--- src/rtl/bl_pkg.sv ---
package bl_pkg;
  typedef enum logic [1:0] {ST_IDLE, ST_SETTLE, ST_SAMPLE} bl_state_e;
  typedef enum logic {CHK_PWRUP, CHK_ROLL} bl_kind_e;
  localparam int unsigned FLAG_W      = 8;
  localparam int unsigned FLAG_BL_BIT = 4;
endpackage

--- src/rtl/bl_trig_queue.sv ---
module bl_trig_queue
  import bl_pkg::*;
(
  input  logic     clk_i,
  input  logic     rst_ni,
  input  logic     bkp_exit_i,
  input  logic     midnight_i,
  input  logic     in_backup_i,
  input  logic     idle_i,
  output logic     start_o,
  output bl_kind_e kind_o
);
  logic pend_pu_q, pend_ro_q;
  logic req_pu, req_ro;

  // midnight is only honoured on main power
  assign req_pu  = bkp_exit_i | pend_pu_q;
  assign req_ro  = (midnight_i & ~in_backup_i) | pend_ro_q;
  assign start_o = idle_i & (req_pu | req_ro);
  assign kind_o  = req_pu ? CHK_PWRUP : CHK_ROLL;

  always_ff @(posedge clk_i or negedge rst_ni) begin
    if (!rst_ni) begin
      pend_pu_q <= 1'b0;
      pend_ro_q <= 1'b0;
    end else if (start_o) begin
      pend_pu_q <= 1'b0;
      pend_ro_q <= (kind_o == CHK_ROLL) ? 1'b0 : req_ro;
    end else begin
      pend_pu_q <= req_pu;
      pend_ro_q <= req_ro;
    end
  end
endmodule

--- src/rtl/bl_settle_timer.sv ---
module bl_settle_timer #(
  parameter int unsigned SETTLE_CYC = 8
) (
  input  logic clk_i,
  input  logic rst_ni,
  input  logic start_i,
  output logic done_o
);
  localparam int unsigned CW = (SETTLE_CYC > 1) ? $clog2(SETTLE_CYC) : 1;
  localparam logic [CW-1:0] LAST = CW'(SETTLE_CYC - 1);

  logic          run_q;
  logic [CW-1:0] cnt_q;

  assign done_o = run_q && (cnt_q == LAST);

  always_ff @(posedge clk_i or negedge rst_ni) begin
    if (!rst_ni) begin
      run_q <= 1'b0;
      cnt_q <= '0;
    end else if (start_i) begin
      run_q <= 1'b1;
      cnt_q <= '0;
    end else if (done_o) begin
      run_q <= 1'b0;
    end else if (run_q) begin
      cnt_q <= cnt_q + 1'b1;
    end
  end
endmodule

--- src/rtl/bl_status_reg.sv ---
module bl_status_reg
  import bl_pkg::*;
(
  input  logic              clk_i,
  input  logic              rst_ni,
  input  logic              sample_i,
  input  logic              cmp_low_i,
  output logic              bl_o,
  output logic [FLAG_W-1:0] flags_o
);
  logic bl_q;

  always_ff @(posedge clk_i or negedge rst_ni) begin
    if (!rst_ni)       bl_q <= 1'b0;
    else if (sample_i) bl_q <= cmp_low_i;
  end

  assign bl_o = bl_q;

  for (genvar i = 0; i < FLAG_W; i++) begin : g_flag
    if (i == FLAG_BL_BIT) begin : g_bl
      assign flags_o[i] = bl_q;
    end else begin : g_zero
      assign flags_o[i] = 1'b0;
    end
  end
endmodule

--- src/rtl/bat_chk_seq.sv ---
module bat_chk_seq
  import bl_pkg::*;
#(
  parameter int unsigned SETTLE_CYC = 8
) (
  input  logic       clk_i,
  input  logic       rst_ni,
  input  logic       bkp_exit_i,
  input  logic       midnight_i,
  input  logic       in_backup_i,
  input  logic       cmp_low_i,
  input  logic       load_pwrup_i,
  output logic       load_en_o,
  output logic       bat_low_o,
  output logic [7:0] flags_o
);
  bl_state_e state_q;
  bl_kind_e  kind_q, kind_nx;
  logic      load_q, start, settle_done, idle, sample_en;

  assign idle      = (state_q == ST_IDLE);
  assign sample_en = (state_q == ST_SAMPLE);

  bl_trig_queue u_queue (
    .clk_i       (clk_i),
    .rst_ni      (rst_ni),
    .bkp_exit_i  (bkp_exit_i),
    .midnight_i  (midnight_i),
    .in_backup_i (in_backup_i),
    .idle_i      (idle),
    .start_o     (start),
    .kind_o      (kind_nx)
  );

  bl_settle_timer #(.SETTLE_CYC(SETTLE_CYC)) u_timer (
    .clk_i   (clk_i),
    .rst_ni  (rst_ni),
    .start_i (start),
    .done_o  (settle_done)
  );

  bl_status_reg u_status (
    .clk_i     (clk_i),
    .rst_ni    (rst_ni),
    .sample_i  (sample_en),
    .cmp_low_i (cmp_low_i),
    .bl_o      (bat_low_o),
    .flags_o   (flags_o)
  );

  always_ff @(posedge clk_i or negedge rst_ni) begin
    if (!rst_ni) begin
      state_q <= ST_IDLE;
      kind_q  <= CHK_PWRUP;
      load_q  <= 1'b0;
    end else begin
      unique case (state_q)
        ST_IDLE: if (start) begin
          state_q <= ST_SETTLE;
          kind_q  <= kind_nx;
          load_q  <= (kind_nx == CHK_ROLL) | load_pwrup_i;
        end
        ST_SETTLE: if (settle_done) state_q <= ST_SAMPLE;
        ST_SAMPLE: begin
          state_q <= ST_IDLE;
          load_q  <= 1'b0;
        end
        default: state_q <= ST_IDLE;
      endcase
    end
  end

  assign load_en_o = load_q;
endmodule

--- config.mk ---
export PLATFORM = sky130hd
export DESIGN_NAME = bat_chk_seq
export DESIGN_NICKNAME = d
export VERILOG_FILES = /design/src/rtl/bl_pkg.sv /design/src/rtl/bl_trig_queue.sv /design/src/rtl/bl_settle_timer.sv /design/src/rtl/bl_status_reg.sv /design/src/rtl/bat_chk_seq.sv
export SDC_FILE = /design/constraint.sdc
export NUM_CORES = 1
export LEC_CHECK = 0
export BUFFER_PORTS_ARGS = -buffer_cell sky130_fd_sc_hd__buf_4
export CORE_AREA = 2 2 39 41
export DETAILED_ROUTE_END_ITERATION = 16
export DIE_AREA = 0 0 41 43
export PLACE_DENSITY = 0.66
export SETUP_SLACK_MARGIN = 0.2
export SLEW_MARGIN = 15
export SYNTH_ARGS = -nofsm -noshare
export SYNTH_HDL_FRONTEND = slang
export SYNTH_SLANG_ARGS = --single-unit
--- constraint.sdc ---
create_clock -name clk_i -period 1.3 [get_ports clk_i]
set_input_delay 0.065 -clock clk_i [delete_from_list [all_inputs] [get_ports clk_i]]
set_output_delay 0.065 -clock clk_i [all_outputs]
set_load 0.02 [all_outputs]
# After elaboration in Yosys (flattened, before gate mapping)
# Index checks and enable logic that the tools add are counted.
# classes
n_addsub,1
n_eq_ne,6
muxes,14
bitwise,7
reduce_logical,8
# op_table
operator,count
3-bit 2-to-1 mux,3
1-bit 2-to-1 mux,7
2-bit != test (second input constant),3
2-bit AND reduction,3
2-bit nonzero test,3
2-bit 2-to-1 mux,2
1-bit OR,4
2-bit one-hot mux with 2 select lines,1
3-bit by 1-bit adder with 3-bit output (second input constant),1
3-bit == test (second input constant),1
1-bit bitwise AND,2
2-bit by 1-bit == test with 1-bit output (second input constant),1
2-bit == test (second input constant),1
2-bit zero test,1
1-bit one-hot mux with 2 select lines,1
1-bit logical AND,1
1-bit NOT,1
# totals
regBits,10
word_cells,43

# Longest topological paths before layout
# depth
ltp_word,7
mapped_depth,5
depth_no_buf,5

# By module
# From an unflattened synthesis, not the netlist that was laid out.
# unflattened
cells_unflattened,48
area_unflattened_um2,546.8
# modules_own_cells
mod,n_inst,cells_each,area_per_inst_um2,seq_area_each_um2
bl_settle_timer,1,18,222.7,100.1
bat_chk_seq,1,12,128.9,75.1
bl_status_reg,1,11,103.8,25.0
bl_trig_queue,1,7,91.3,50.0

# Worst setup path before layout
# No wires, ideal clock.
# synth_timing
path_kind,reg2reg
startpoint,register u_timer.cnt_q[0]
endpoint,register u_timer.cnt_q[1]
setup_ns,0.120
arrival_ns,1.225
t_required_ns,1.180
setup_slack_ns,-0.045
stages_incl_launch_ff,6
period_less_slack_ns,1.345
cell_sequence,dfrtp_1 -> ha_1 -> ha_1 -> nand2b_1 -> mux2i_1 -> nor2_1
# synth_via
elab_chain_len,4
elab_cells_between_ends,8
classes_between,1 x add/sub; 2 x eq/ne; 3 x mux; 2 x reduce/logical
# synth_rtl
item,line_no,source
start: declaration,bl_settle_timer.sv:13,logic [CW-1:0] cnt_q;
start signal: assignment,bl_settle_timer.sv:27,cnt_q <= cnt_q + 1'b1;
3-bit by 1-bit adder with 3-bit output or 3-bit == test (tied branches),"bl_settle_timer.sv:27, bl_settle_timer.sv:15",
3-bit 2-to-1 mux or 1-bit logical AND (tied branches),"bl_settle_timer.sv:26, bl_settle_timer.sv:15",
3-bit 2-to-1 mux or 2-bit != test (tied branches),n/a,
3-bit 2-to-1 mux or 2-bit AND reduction (tied branches),n/a,
# Several ways; a longest one is shown, not always the timed one. The select of a mux whose other input is x is not followed.
# A chain may end at the register's enable or synchronous reset.

# Worst setup path in the final report
# layout_timing
startpoint,register u_queue.pend_pu_q
endpoint,register u_timer.run_q
# layout_via
elab_chain_len,4
elab_cells_between_ends,5
classes_between,1 x mux; 3 x bitwise; 1 x reduce/logical
# layout_rtl
item,line_no,source
start: declaration,bl_trig_queue.sv:13,"logic pend_pu_q, pend_ro_q;"
start signal: assignment,bl_trig_queue.sv:30,pend_pu_q <= req_pu;
1-bit OR (*),bl_trig_queue.sv:17,assign req_pu = bkp_exit_i | pend_pu_q;
1-bit OR (*),bl_trig_queue.sv:19,assign start_o = idle_i & (req_pu | req_ro);
1-bit bitwise AND (*),bl_trig_queue.sv:19,
1-bit 2-to-1 mux or 2-bit nonzero test (tied branches),n/a,
end signal: assignment,bl_settle_timer.sv:19,run_q <= 1'b0;
end signal: assignment,bl_settle_timer.sv:22,run_q <= 1'b1;
end signal: assignment,bl_settle_timer.sv:25,run_q <= 1'b0;
end: declaration,bl_settle_timer.sv:12,logic run_q;
# Mark *: on every way between the ends. The rest lies on a longest branch, timed or not.

==> insert_results.sql <==
INSERT INTO impl_metrics (metric_group, metric, value, unit) VALUES
('outcome', 'status', 'finished clean', ''),
('logic_synthesis', 'avgSynthCellArea', '11.0', 'sq um'),
('drt', 'avgRoutedWirePerCell', '11.0', 'microns'),
('logic_synthesis', 'synthesis.area', '507', 'sq um'),
('cts', 'insertion_delay', '0.26', 'ns'),
('logic_synthesis', 'synth_seq_area_share', '0.494', ''),
('critical_path', 'cp-start-kind', 'flip-flop', ''),
('power_and_ir_drop', 'total_power', '1.44', 'mW'),
('critical_path', 'worst_path_dominant_cell_family', 'simple AND/OR/NAND/NOR gates', ''),
('placed_design', 'placed_cells_incl_taps', '69', ''),
('floorplanning', 'design.die.area', '0.00176', 'sq mm'),
('power_and_ir_drop', 'leakage_power', '0.297', 'nW'),
('drt', 'vias_per_cell', '4.58', ''),
('sta', 'finalClockSkew', '0.00450', 'ns'),
('cells_and_area', 'area_growth_syn_to_layout', '31.6', '%'),
('sta', 'hold_viol_final', '0', ''),
('hold_path', 'timing.hold.worst.class', 'primary input to flip-flop', ''),
('cts', 'clock_tree_from_tritoncts', 'done', ''),
('global_routing', 'grt_max_degree', '11', ''),
('cells_and_area', 'antenna_cells', '0', ''),
('drt', 'detail-route-antenna-nets', '0', ''),
('cells_and_area', 'most-common-layout-cells', 'sky130_fd_sc_hd__buf_4, sky130_fd_sc_hd__dfrtp_1, sky130_fd_sc_hd__nor2_1, sky130_fd_sc_hd__conb_1, sky130_fd_sc_hd__clkbuf_4', ''),
('logic_synthesis', 'synth_cells', '46', ''),
('global_routing', 'antenna_found_initial', '0', ''),
('logic_synthesis', 'synth-seq-cells', '10', ''),
('logic_synthesis', 'number_of_library_cell_types_mapped_by_synthesis', '18', ''),
('critical_path', 'wp_buf_inv', '0', ''),
('placed_design', 'pre_cts_ws', '0.0773', 'ns'),
('critical_path', 'rr_worst_depth', '3', ''),
('placed_design', 'placement.io_buffers', '9', ''),
('critical_path', 'path_cells', 'or2_1 -> o31a_1 -> nand2b_4', ''),
('sta', 'setup-violations-final', '0', ''),
('cts', 'clockRootBuffer', 'sky130_fd_sc_hd__clkbuf_4', ''),
('critical_path', 'cp_data_required_time', '1.45', 'ns'),
('placed_design', 'gp_routability_congestion', '0.657', ''),
('floorplanning', 'die_height', '43', 'microns'),
('logic_synthesis', 'total_of_warnings_raised_by_yosys', '0', ''),
('critical_path', 'crit-reg2reg-capture', 'u_timer.run_q', ''),
('global_routing', 'globalRoute.totalOverflow', '0', ''),
('power_and_ir_drop', 'pwr_density_cell', '2160', 'mW/mm^2'),
('cts', 'clock_tree_sinks', '10', ''),
('global_routing', 'grt_pass1_vias', '310', ''),
('drt', 'drt_drc_violations_left', '0', ''),
('cells_and_area', 'stdcell_count', '77', ''),
('drt', 'drtIter0Drc', '1', ''),
('sta', 'setup_repair_after_global_routing_missed_its_margin', 'true', ''),
('sta', 'final_max_slew_viol_count', '0', ''),
('critical_path', 'critPathMaxFanout', '4', ''),
('placed_design', 'placement.cell_area', '579', 'sq um'),
('floorplanning', 'placement_rows', '14', ''),
('cts', 'cts_max_level', '1', ''),
('cells_and_area', 'final_common_cell', 'sky130_fd_sc_hd__buf_4', ''),
('drt', 'wire_length_reported_by_the_detailed_router', '844', 'microns'),
('critical_path', 'timing_worst_setup_path_type', 'flip-flop to flip-flop', ''),
('hold_path', 'min_path_cells', '2', ''),
('drt', 'drt_first_pass_iters', '2', ''),
('floorplanning', 'die_width', '41', 'microns'),
('critical_path', 'worst-path-stages', '3', ''),
('power_and_ir_drop', 'vdd_ir_drop_max', '1.11', 'mV'),
('critical_path', 'setup.worst_path.end_class', 'flip-flop', ''),
('global_routing', 'track_usage', '0.117', ''),
('drt', 'detailroute.via_count', '353', ''),
('sta', 'fmaxAchievable', '825', 'MHz'),
('sta', 'worst_hold_slack', '0.0199', 'ns'),
('cts', 'numCtsBuffers', '3', ''),
('global_routing', 'wire_length_of_the_first_global_routing_pass', '1.30', 'mm'),
('cells_and_area', 'layout-drive-gt1-share', '0.393', ''),
('critical_path', 'worst_ep_arrival_time', '1.37', 'ns'),
('cells_and_area', 'postLayoutCellArea', '667', 'sq um'),
('sta', 'finalSetupTns', '0', 'ns'),
('cells_and_area', 'finish.net_count', '72', '');
metal layers:
layer	track usage	share of wire	up-vias
met3	0.0942	0.089	0
met4	0.0400	0	0
li1	-	-	172
met1	0.140	0.41	170
met2	0.153	0.50	11
met5	0	0	-
repair_timing:
item / in CTS / in global routing
gates cloned: 0 / 0
endpoints found under the hold margin: 10 / 0
setup endpoints to repair: 4 / 8
setup buffers: 4 / 0
pin swaps: 4 / 1
resized for setup: 0 / 5
hold buffers: 1 / 0
worst max-delay path by stage:
stage / from / to / slack, ns
floorplan: u_timer.cnt_q[0] / u_timer.cnt_q[2] / 0.13
global placement: u_timer.cnt_q[0] / u_timer.cnt_q[0] / 0.08
detailed placement: u_timer.cnt_q[0] / u_timer.cnt_q[2] / 0.08
CTS: u_timer.cnt_q[0] / u_timer.cnt_q[2] / 0.09
global route: u_timer.cnt_q[0] / u_timer.cnt_q[2] / 0.02
finish: u_queue.pend_pu_q / u_timer.run_q / 0.09
where the power goes:
| part | switching (mW) | internal [mW] | leakage (nW) | total, mW |
|---|---|---|---|---|
| sequential | 0.130 | 0.452 | 0.113 | 0.581 |
| clock | 0.101 | 0.107 | 0.0138 | 0.208 |
| combinational | 0.300 | 0.353 | 0.171 | 0.653 |
logic make-up after synthesis:
logic type	count (synthesis)	synth area share
flip-flops	10	0.494
AO/OA/AOI/OAI	3	0.0444
buffers and inverters	8	0.119
other	1	0.00740
multiplexers	3	0.0617
XOR/XNOR	1	0.0173
AND/OR/NAND/NOR	18	0.207
adder cells (fa/ha/maj)	2	0.0494
cells in the mapped netlist:
library cell / n / share of area
sky130_fd_sc_hd__nor3_1: 1 / 0.0099
sky130_fd_sc_hd__ha_1: 2 / 0.049
sky130_fd_sc_hd__conb_1: 1 / 0.0074
sky130_fd_sc_hd__mux2i_1: 2 / 0.040
sky130_fd_sc_hd__xor2_1: 1 / 0.017
sky130_fd_sc_hd__and4b_1: 1 / 0.020
sky130_fd_sc_hd__a21oi_1: 1 / 0.0099
sky130_fd_sc_hd__nor2b_1: 3 / 0.037
sky130_fd_sc_hd__buf_4: 8 / 0.12
sky130_fd_sc_hd__nand2b_4: 1 / 0.027
sky130_fd_sc_hd__o31a_1: 1 / 0.017
sky130_fd_sc_hd__a311oi_1: 1 / 0.017
sky130_fd_sc_hd__mux2_1: 1 / 0.022
sky130_fd_sc_hd__nor2_1: 7 / 0.052
sky130_fd_sc_hd__dfrtp_1: 10 / 0.49
sky130_fd_sc_hd__nor4_1: 3 / 0.037
sky130_fd_sc_hd__nand2b_1: 1 / 0.012
sky130_fd_sc_hd__or2_1: 1 / 0.012
worst register-to-register path, cell delays in order, from the launching register on:
cell and delay (ns):
sky130_fd_sc_hd__dfrtp_1 0.37, sky130_fd_sc_hd__or2_1 0.23, sky130_fd_sc_hd__o31a_1 0.35, sky130_fd_sc_hd__nand2b_4 0.15
flip-flops by register name (all words and copies together) (netlist names):
| register | cells |
|---|---|
| load_en_o | 1 |
| state_q | 2 |
| u_queue.pend_pu_q | 1 |
| u_queue.pend_ro_q | 1 |
| u_status.bl_o | 1 |
| u_timer.cnt_q | 3 |
| u_timer.run_q | 1 |
final cells by class:
cell class / count / area (sq um)
clock buffers: 3 / 22.5
fillers: 128 / 717
multi-input cells: 34 / 265
flip-flops and latches: 10 / 251
well taps: 16 / 20.0
repair buffers: 14 / 108
No activity file was read; power rests on OpenSTA's default activity.
